<file path="config.mk">
export PLATFORM = sky130hd
export DESIGN_NAME = pipe_burst_sram
export DESIGN_NICKNAME = d
export VERILOG_FILES = /design/src/rtl/psram_pkg.sv /design/src/rtl/psram_decode.sv /design/src/rtl/psram_burst.sv /design/src/rtl/psram_lane.sv /design/src/rtl/pipe_burst_sram.sv
export SDC_FILE = /design/constraint.sdc
export NUM_CORES = 2
export LEC_CHECK = 0
export ABC_CLOCK_PERIOD_IN_PS = 4490
export BUFFER_PORTS_ARGS = -buffer_cell sky130_fd_sc_hd__buf_4
export CORE_MARGIN = 2
export CORE_UTILIZATION = 50
export CTS_CLUSTER_SIZE = 10
export DETAILED_ROUTE_END_ITERATION = 10
export PLACE_DENSITY = 0.66
export SYNTH_ARGS = -nofsm -noshare
export SYNTH_HDL_FRONTEND = slang
export SYNTH_MEMORY_MAX_BITS = 65536
export SYNTH_SLANG_ARGS = --single-unit
</file>
<file path="constraint.sdc">
create_clock -name clk -period 4.49 [get_ports clk]
set_input_delay 0.898 -clock clk [delete_from_list [all_inputs] [get_ports clk]]
set_output_delay 0.898 -clock clk [all_outputs]
set_load 0.1 [all_outputs]
</file>
<file path="src/rtl/psram_pkg.sv">
package psram_pkg;

    localparam int LANE_W    = 9;
    localparam int LANES     = 2;
    localparam int WORD_W    = LANE_W * LANES;
    localparam int BEAT_BITS = 2;

    typedef enum logic [2:0] {
        OP_IDLE,
        OP_PROC,
        OP_CTRL,
        OP_DESEL,
        OP_CONT
    } op_e;

    typedef struct packed {
        op_e              op;
        logic [LANES-1:0] wmask;
        logic             bw_seen;
        logic             step;
    } cmd_t;

    function automatic logic [BEAT_BITS-1:0] beat_lo(
        input logic [BEAT_BITS-1:0] start,
        input logic [BEAT_BITS-1:0] beat,
        input logic                 interleave
    );
        if (interleave) begin
            beat_lo = start ^ beat;
        end else begin
            beat_lo = start + beat;
        end
    endfunction

    function automatic logic [LANES-1:0] lane_mask(
        input logic             gw_n,
        input logic             bwe_n,
        input logic [LANES-1:0] bw_n
    );
        if (!gw_n) begin
            lane_mask = '1;
        end else if (!bwe_n) begin
            lane_mask = ~bw_n;
        end else begin
            lane_mask = '0;
        end
    endfunction

endpackage

</file>
<file path="src/rtl/psram_decode.sv">
module psram_decode
    import psram_pkg::*;
(
    input  logic             ps_n,
    input  logic             cs_n,
    input  logic             adv_n,
    input  logic             gw_n,
    input  logic             bwe_n,
    input  logic [LANES-1:0] bw_n,
    input  logic             ce0_n,
    input  logic             ce1_n,
    input  logic             ce2_n,
    input  logic             selected,
    output cmd_t             cmd
);

    logic proc_eff;
    logic en_all;
    logic [LANES-1:0] raw_mask;

    assign proc_eff = !ps_n && !ce0_n;
    assign en_all   = !ce0_n && !ce1_n && !ce2_n;
    assign raw_mask = lane_mask(gw_n, bwe_n, bw_n);

    always_comb begin
        cmd = '{op: OP_IDLE, wmask: '0, bw_seen: 1'b0, step: 1'b0};
        if (proc_eff) begin
            cmd.op = en_all ? OP_PROC : OP_DESEL;
        end else if (!cs_n) begin
            cmd.op = en_all ? OP_CTRL : OP_DESEL;
        end else if (selected) begin
            cmd.op = OP_CONT;
        end
        if (cmd.op == OP_CTRL || cmd.op == OP_CONT) begin
            cmd.wmask = raw_mask;
        end
        cmd.step    = (cmd.op == OP_CONT) && !adv_n;
        cmd.bw_seen = !proc_eff && (bw_n != '1);
    end

endmodule

</file>
<file path="src/rtl/psram_burst.sv">
module psram_burst
    import psram_pkg::*;
#(
    parameter int AW = 8
) (
    input  logic          clk,
    input  logic          rst,
    input  logic          load,
    input  logic          step,
    input  logic [AW-1:0] addr_in,
    input  logic          order_in,
    output logic [AW-1:0] acc_addr,
    output logic [AW-1:0] held_addr
);

    logic [AW-1:0]        base_q;
    logic [BEAT_BITS-1:0] beat_q;
    logic                 inter_q;
    logic [AW-1:0]        cur_q;
    logic [BEAT_BITS-1:0] beat_nx;

    assign beat_nx   = beat_q + 1'b1;
    assign held_addr = cur_q;

    always_comb begin
        if (load) begin
            acc_addr = addr_in;
        end else if (step) begin
            acc_addr = {base_q[AW-1:BEAT_BITS],
                        beat_lo(base_q[BEAT_BITS-1:0], beat_nx, inter_q)};
        end else begin
            acc_addr = cur_q;
        end
    end

    always_ff @(posedge clk) begin
        if (rst) begin
            base_q  <= '0;
            beat_q  <= '0;
            inter_q <= 1'b1;
            cur_q   <= '0;
        end else begin
            if (load) begin
                base_q  <= addr_in;
                beat_q  <= '0;
                inter_q <= order_in;
            end else if (step) begin
                beat_q  <= beat_nx;
            end
            cur_q <= acc_addr;
        end
    end

endmodule

</file>
<file path="src/rtl/psram_lane.sv">
module psram_lane #(
    parameter int AW = 8,
    parameter int W  = 9
) (
    input  logic          clk,
    input  logic          we,
    input  logic [AW-1:0] waddr,
    input  logic [W-1:0]  wdata,
    input  logic          re,
    input  logic [AW-1:0] raddr,
    output logic [W-1:0]  rdata
);

    localparam int DEPTH = 1 << AW;

    logic [W-1:0] mem [DEPTH];

    always_ff @(posedge clk) begin
        if (we) begin
            mem[waddr] <= wdata;
        end
        if (re) begin
            rdata <= mem[raddr];
        end
    end

endmodule

</file>
<file path="src/rtl/pipe_burst_sram.sv">
module pipe_burst_sram
    import psram_pkg::*;
#(
    parameter int AW = 8
) (
    input  logic              clk,
    input  logic              rst,
    input  logic              ps_n,
    input  logic              cs_n,
    input  logic              adv_n,
    input  logic              order_sel,
    input  logic              gw_n,
    input  logic              bwe_n,
    input  logic [1:0]        bw_n,
    input  logic              ce0_n,
    input  logic              ce1_n,
    input  logic              ce2_n,
    input  logic              oe_n,
    input  logic [AW-1:0]     addr,
    input  logic [17:0]       din,
    output logic [17:0]       dout,
    output logic              dout_en
);

    cmd_t          cmd;
    logic          active_q;
    logic          rd_q;
    logic [AW-1:0] rd_addr_q;
    logic          out_valid_q;
    logic          bws_q;
    logic [AW-1:0] acc_addr;
    logic [AW-1:0] held_addr;
    logic          access;
    logic          rd_now;
    logic          load;
    logic [LANES-1:0] wmask_w;

    psram_decode u_dec (
        .ps_n     (ps_n),
        .cs_n     (cs_n),
        .adv_n    (adv_n),
        .gw_n     (gw_n),
        .bwe_n    (bwe_n),
        .bw_n     (bw_n),
        .ce0_n    (ce0_n),
        .ce1_n    (ce1_n),
        .ce2_n    (ce2_n),
        .selected (active_q),
        .cmd      (cmd)
    );

    assign load    = (cmd.op == OP_PROC) || (cmd.op == OP_CTRL);
    assign access  = load || (cmd.op == OP_CONT);
    assign wmask_w = cmd.wmask;
    assign rd_now  = access && (cmd.wmask == '0);

    psram_burst #(.AW(AW)) u_burst (
        .clk       (clk),
        .rst       (rst),
        .load      (load),
        .step      (cmd.step),
        .addr_in   (addr),
        .order_in  (order_sel),
        .acc_addr  (acc_addr),
        .held_addr (held_addr)
    );

    always_ff @(posedge clk) begin
        if (rst) begin
            active_q    <= 1'b0;
            rd_q        <= 1'b0;
            rd_addr_q   <= '0;
            out_valid_q <= 1'b0;
            bws_q       <= 1'b0;
        end else begin
            if (load) begin
                active_q <= 1'b1;
            end else if (cmd.op == OP_DESEL) begin
                active_q <= 1'b0;
            end
            rd_q        <= rd_now;
            rd_addr_q   <= acc_addr;
            out_valid_q <= rd_q;
            bws_q       <= cmd.bw_seen;
        end
    end

    for (genvar g = 0; g < LANES; g++) begin : g_lane
        psram_lane #(.AW(AW), .W(LANE_W)) u_lane (
            .clk   (clk),
            .we    (wmask_w[g]),
            .waddr (acc_addr),
            .wdata (din[g*LANE_W +: LANE_W]),
            .re    (rd_q),
            .raddr (rd_addr_q),
            .rdata (dout[g*LANE_W +: LANE_W])
        );
    end

    assign dout_en = out_valid_q && !oe_n && !bws_q;

endmodule

</file>
Yosys cells after proc, flatten, opt, wreduce, memory -nomap -nowiden
Memories as Yosys holds them, arrays and structs flattened. A register that Yosys moved wholly into a read port is not among the register bits. Index checks and enable logic that the tools add are counted.

Bits in writable memories: 4608. Memories: 2. Input port bits: 40. Output and inout bits: 19. Bits in registers: 23. Logic and storage cells: 58.

Memory list: g_lane[0].u_lane.mem (words 256, bits a word 9, rd ports 1, clocked after Yosys merged registers in 1, write ports 1, line psram_lane.sv:16) `logic [W-1:0] mem [DEPTH];`; g_lane[1].u_lane.mem (words 256, bits a word 9, rd ports 1, clocked after Yosys merged registers in 1, write ports 1, line psram_lane.sv:16).

$add $sub $neg: 2. Reduce and logical (&&, ||, !) cells: 22. Bitwise logic cells: 2. Muxes and demuxes: 17. Equality and inequality tests: 5.

Operators with widths (number): $mux W8 (2); $mux W2 (5); $mux W3 (3); $logic_and A1 B1 Y1 (8); $logic_not A1 Y1 (8); $mux W1 (7); $eq A3 B2 Y1 const B (2); $eq A3 B1 Y1 const B (1); $eq A3 B3 Y1 const B (1); $logic_or A1 B1 Y1 (3); $add A2 B1 Y2 const B (1); $add A2 B2 Y2 (1); $logic_not A2 Y1 (1); $ne A2 B2 Y1 const B (1); $not A2 Y2 (1); $reduce_bool A2 Y1 (1); $reduce_or A2 Y1 (1); $xor A2 B2 Y2 (1).

Logic depth before layout (Yosys ltp)
Depth in word-level cells: 11. Depth in mapped cells: 13. Gate-level depth less buffers: 9.

Cells and area by module
Synthesis repeated with hierarchy kept, for this count alone.

Cell total of the unflattened synthesis: 8609. Area total of the unflattened synthesis: 180030.2 um^2.

By module, submodules not included: psram_lane (area each 89368.2 um^2, times used 2, cells each 4237, seq. area each 69456.6 um^2); psram_burst (area each 815.8 um^2, times used 1, cells each 86, seq. area each 380.4 um^2); pipe_burst_sram (area each 382.9 um^2, times used 1, cells each 34, seq. area each 240.2 um^2); psram_decode (area each 95.1 um^2, times used 1, cells each 15, seq. area each 0.0 um^2).

Least setup slack after synthesis
Ideal clock, no wire load.

Path type: input to output. Start point: input port oe_n. End point: output port dout_en. Stages: 1. Path buffers: 0. Path slack: 0.482 ns. Arrival: 3.110 ns. Data required time: 3.592 ns. Path through: nor3b_1.

Word-level cells in the longest chain between the ends: 3.

RTL lines: start, declared (line pipe_burst_sram.sv:18) `input logic oe_n,`; $logic_not A1 Y1 (line pipe_burst_sram.sv:100) `assign dout_en = out_valid_q && !oe_n && !bws_q;`; $logic_and A1 B1 Y1 (2 in a row) (line pipe_burst_sram.sv:100); end, declared (line pipe_burst_sram.sv:22) `output logic dout_en`.

Every way passes these cells.

==> flow_summary_export.csv <==
group,metric,value,unit
outcome,status,"finished with violations",
outcome,violations,"capacitance limit",
critical_path,max_stage_delay,0.70,ns
die,dieWidth,605.0,um
synth,yosys.area.top_type,"edfxtp_1",
min_path,worst_hold_path_type,"input port to register",
placement,gp_congestion,0.8876,
global_routing,track_usage,0.2598,
detailed_routing,drtIter0Drc,12654,
detailed_routing,wl_per_cell,32.93,um
die,fp.coreArea,0.3592,sq mm
cts,cts_root_buffer,"clkbuf_16",
power,p_int,70.84,mW
global_routing,first_global_vias,93040,
power,leakagePower,64.15,nW
layout,multi_input_area,0.03777,sq mm
power,ir_worst_vdd,0.3502,mV
layout,seq_area,0.1394,sq mm
cts,cts_sinks,4649,
cts,numCtsBuffers,539,
die,num_rows,220,
global_routing,grt_max_degree,130,
cts,clk_latency,1.04,ns
detailed_routing,wl,476.6,mm
sta,worst_pin_slew,1.472,ns
synth,yosys.cell_count.top_type,"edfxtp_1",
cts,clkTransAtPathRegs,0.06,ns
critical_path,critPathSlowestCell,"dfxtp_4",
die,io_pins,59,
critical_path,crit_path_max_fanout,28,
synth,ys_seq_elements,4649,
synth,synth_edf_count,4626,
placement,post-place-ws,-0.07116,ns
synth,synth-async-reset-ratio,0,
critical_path,critPathCaptureType,"register",
synth,synth_top_family_by_area,"multiplexers",
power,powerDensity,433.0,mW/mm^2
detailed_routing,num_vias,92602,
synth,synth_fp_nets,8602,
global_routing,grt_pass1_wl,681.7,mm
sta,fmax,225.0,MHz
synth,synth.distinct_cells,73,
placement,dp_hpwl,296.2,mm
sta,min_period,4.444,ns
cts,h-tree-depth,6,
critical_path,cp_num_buf_inv,3,
global_routing,antenna_found_initial,16,
synth,yosys.area_share.simple,0.02188,
sta,max_slew_margin,0.01046,
detailed_routing,drc_errors,0,
power,total_power,89.58,mW
die,fp.dieH,605.0,um
synth,ys_warn_count,0,
synth,netlist.area_leader.share,0.7691,
synth,synth_area_leaders,"edfxtp_1 (77%), mux4_2 (11%), mux2i_1 (3.1%), nor2_1 (1.2%), o221ai_1 (1.1%)",
sta,setup_viol,0,
detailed_routing,avgViaCountPerCell,6.397,
power,p_switching,18.74,mW
critical_path,crit_chain,"nand2_4, buf_12, buf_12, o221ai_1, nand2_1, a2111oi_1, nand2_1, or3_1, nor3_1, buf_4",
synth,syn_area_per_cell,21.10,sq um
critical_path,crit_family,"simple AND/OR/NAND/NOR gates",
sta,whs,0.1430,ns
power,clkPwrFrac,0.429,
critical_path,cp-start-kind,"register",
synth,seq_area_frac_synth,0.7717,
sta,setup_ws,0.04622,ns
cts,cts_tree,"done",
synth,synthAdderAreaFrac,0.00006928,
sta,clock_skew,0.06017,ns
critical_path,path_class,"register to register",
synth,synth_xor_area_frac,0.0002702,
layout,nets,9597,
placement,io_buffer_count,58,
sta,finalHoldViolations,0,
die,start_util,0.5028,
detailed_routing,drtAntennaViolNets,0,
cts,post_cts_resized,0,
power,switching_share,0.2092,
synth,synth_mux_area_frac,0.1482,
layout,fillers,25614,
job,cap_viol_max_count,1,
sta,period_share,0.9897,
layout,area_growth,14.55,%
synth,syn_inst,8561,
critical_path,critPathArrivalTime,5.35,ns
sta,drv_slew,0,
detailed_routing,first_pass_iters,6,
synth,synth_area,0.1806,sq mm
die,die_area,0.3660,sq mm
critical_path,worstPathRequired,5.39,ns
synth,synth_compound_area_frac,0.03753,
sta,rsz0062_at_grt,"no",
global_routing,grt_overflow,0,
power,comb_power_share,0.037,
synth,synthTopCellsByCount,"edfxtp_1 (4626), mux4_2 (876), nor2_1 (575)",
power,p_seq_frac,0.534,
sta,final.setup.tns,0,ns
cts,clockBufferDepth,4,
layout,drive_gt1_frac,0.2623,
synth,ys.flop_type,"edfxtp_1",
[sequential cells by signal, indices dropped and copies added (netlist names)]
register / flops
u_burst.base_q: 8
u_burst.inter_q: 1
g_lane.u_lane.mem: 4608
rd_q: 1
active_q: 1
g_lane.u_lane.rdata: 18
out_valid_q: 1
bws_q: 1
u_burst.held_addr: 8
u_burst.beat_q: 2
[kinds of logic after synthesis]
| logic type | count (synthesis) |
|---|---|
| xor+xnor | 4 |
| flops | 4649 |
| buf+inv | 552 |
| simple gates | 943 |
| fa+ha+maj | 1 |
| mux | 1490 |
| compound gates | 922 |
[final timing paths]
kind	start	end	slack [ns]	depth (start not counted)
worst max-delay path	u_burst.held_addr[1]$_SDFF_PP0_	g_lane[0].u_lane.rdata[2]$_DFFE_PP_	0.05	10
worst min-delay path	order_sel	u_burst.inter_q$_SDFFE_PP1P_	0.14	3
worst max register to register	u_burst.held_addr[1]$_SDFF_PP0_	g_lane[0].u_lane.rdata[2]$_DFFE_PP_	0.05	10
worst min register to register	u_burst.base_q[1]$_SDFFE_PP0P_	u_burst.base_q[1]$_SDFFE_PP0P_	0.48	2
[repair_timing]
item / in CTS / in global routing
hold endpoints to repair: 1 / 0
hold buffers: 2 / 0
endpoints found under the setup margin: 0 / 0
setup buffers: 0 / 0
[final cells by class]
cell class / instances / share of cell area
Timing Repair Buffer: 1001 / 0.04267
Antenna cell: 5 / 0.00006047
Sequential cell: 4649 / 0.6737
Inverter: 5 / 0.0001633
Clock inverter: 59 / 0.004372
Tap cell: 4773 / 0.02886
Clock buffer: 623 / 0.06759
Multi-Input combinational cell: 3360 / 0.1825
[power groups by stage]
stage / sequential (mW) / clock (mW) / combinational (mW)
CTS: 47.8 / 38.9 / 3.33
global placement: 48.7 / 0 / 3.27
finish: 47.8 / 38.4 / 3.33
global route: 47.8 / 40.6 / 3.47
detailed placement: 48.7 / 0 / 3.33
floorplan: 48.7 / 0 / 1.52
[cells in the final DEF (no fill, tap or decap), types with 7 or more instances in the layout]
master and count:
mux4_2 876, inv_6 19, o21ai_0 83, nand2_4 17
edfxtp_1 4626, buf_8 15, o32ai_1 13, nand3_1 27
nor2b_1 11, nand2_1 137, inv_16 13, clkinv_16 8
or2_2 13, o31ai_1 19, a21oi_1 147, a22o_1 54
a221oi_1 80, clkbuf_1 75, nor4_1 21, nor2_1 573
a211oi_1 20, a22oi_1 83, clkbuf_16 547, mux2i_1 558
mux4_1 55, buf_4 887, dfxtp_1 17, o221ai_1 231
buf_12 94, o22ai_1 138, nor3_1 93, clkinv_8 11
o211a_1 7
[tightest hold or removal path: stages]
cell	delay, ns
buf_4	0.10
nand2_1	0.05
nand3b_1	0.08
[layer usage]
| metal | global-route usage | up-vias | wire length, um |
|---|---|---|---|
| met5 | 0 | - | 116 |
| met2 | 0.4105 | 5183 | 226500 |
| li1 | - | 37816 | - |
| met4 | 0.09317 | 16 | 19640 |
| met3 | 0.05157 | 929 | 45740 |
| met1 | 0.3634 | 48658 | 184700 |
[stage by stage]
step | util | instances | area, sq um
finish | 0.5760 | 14475 | 206900
global route | 0.5759 | 14471 | 206900
CTS | 0.5759 | 14470 | 206900
detailed placement | 0.5344 | 13786 | 192000
global placement | 0.5344 | 13786 | 192000
floorplan | - | 8561 | 180600
Note: power is estimated with default switching activity, not from simulation.
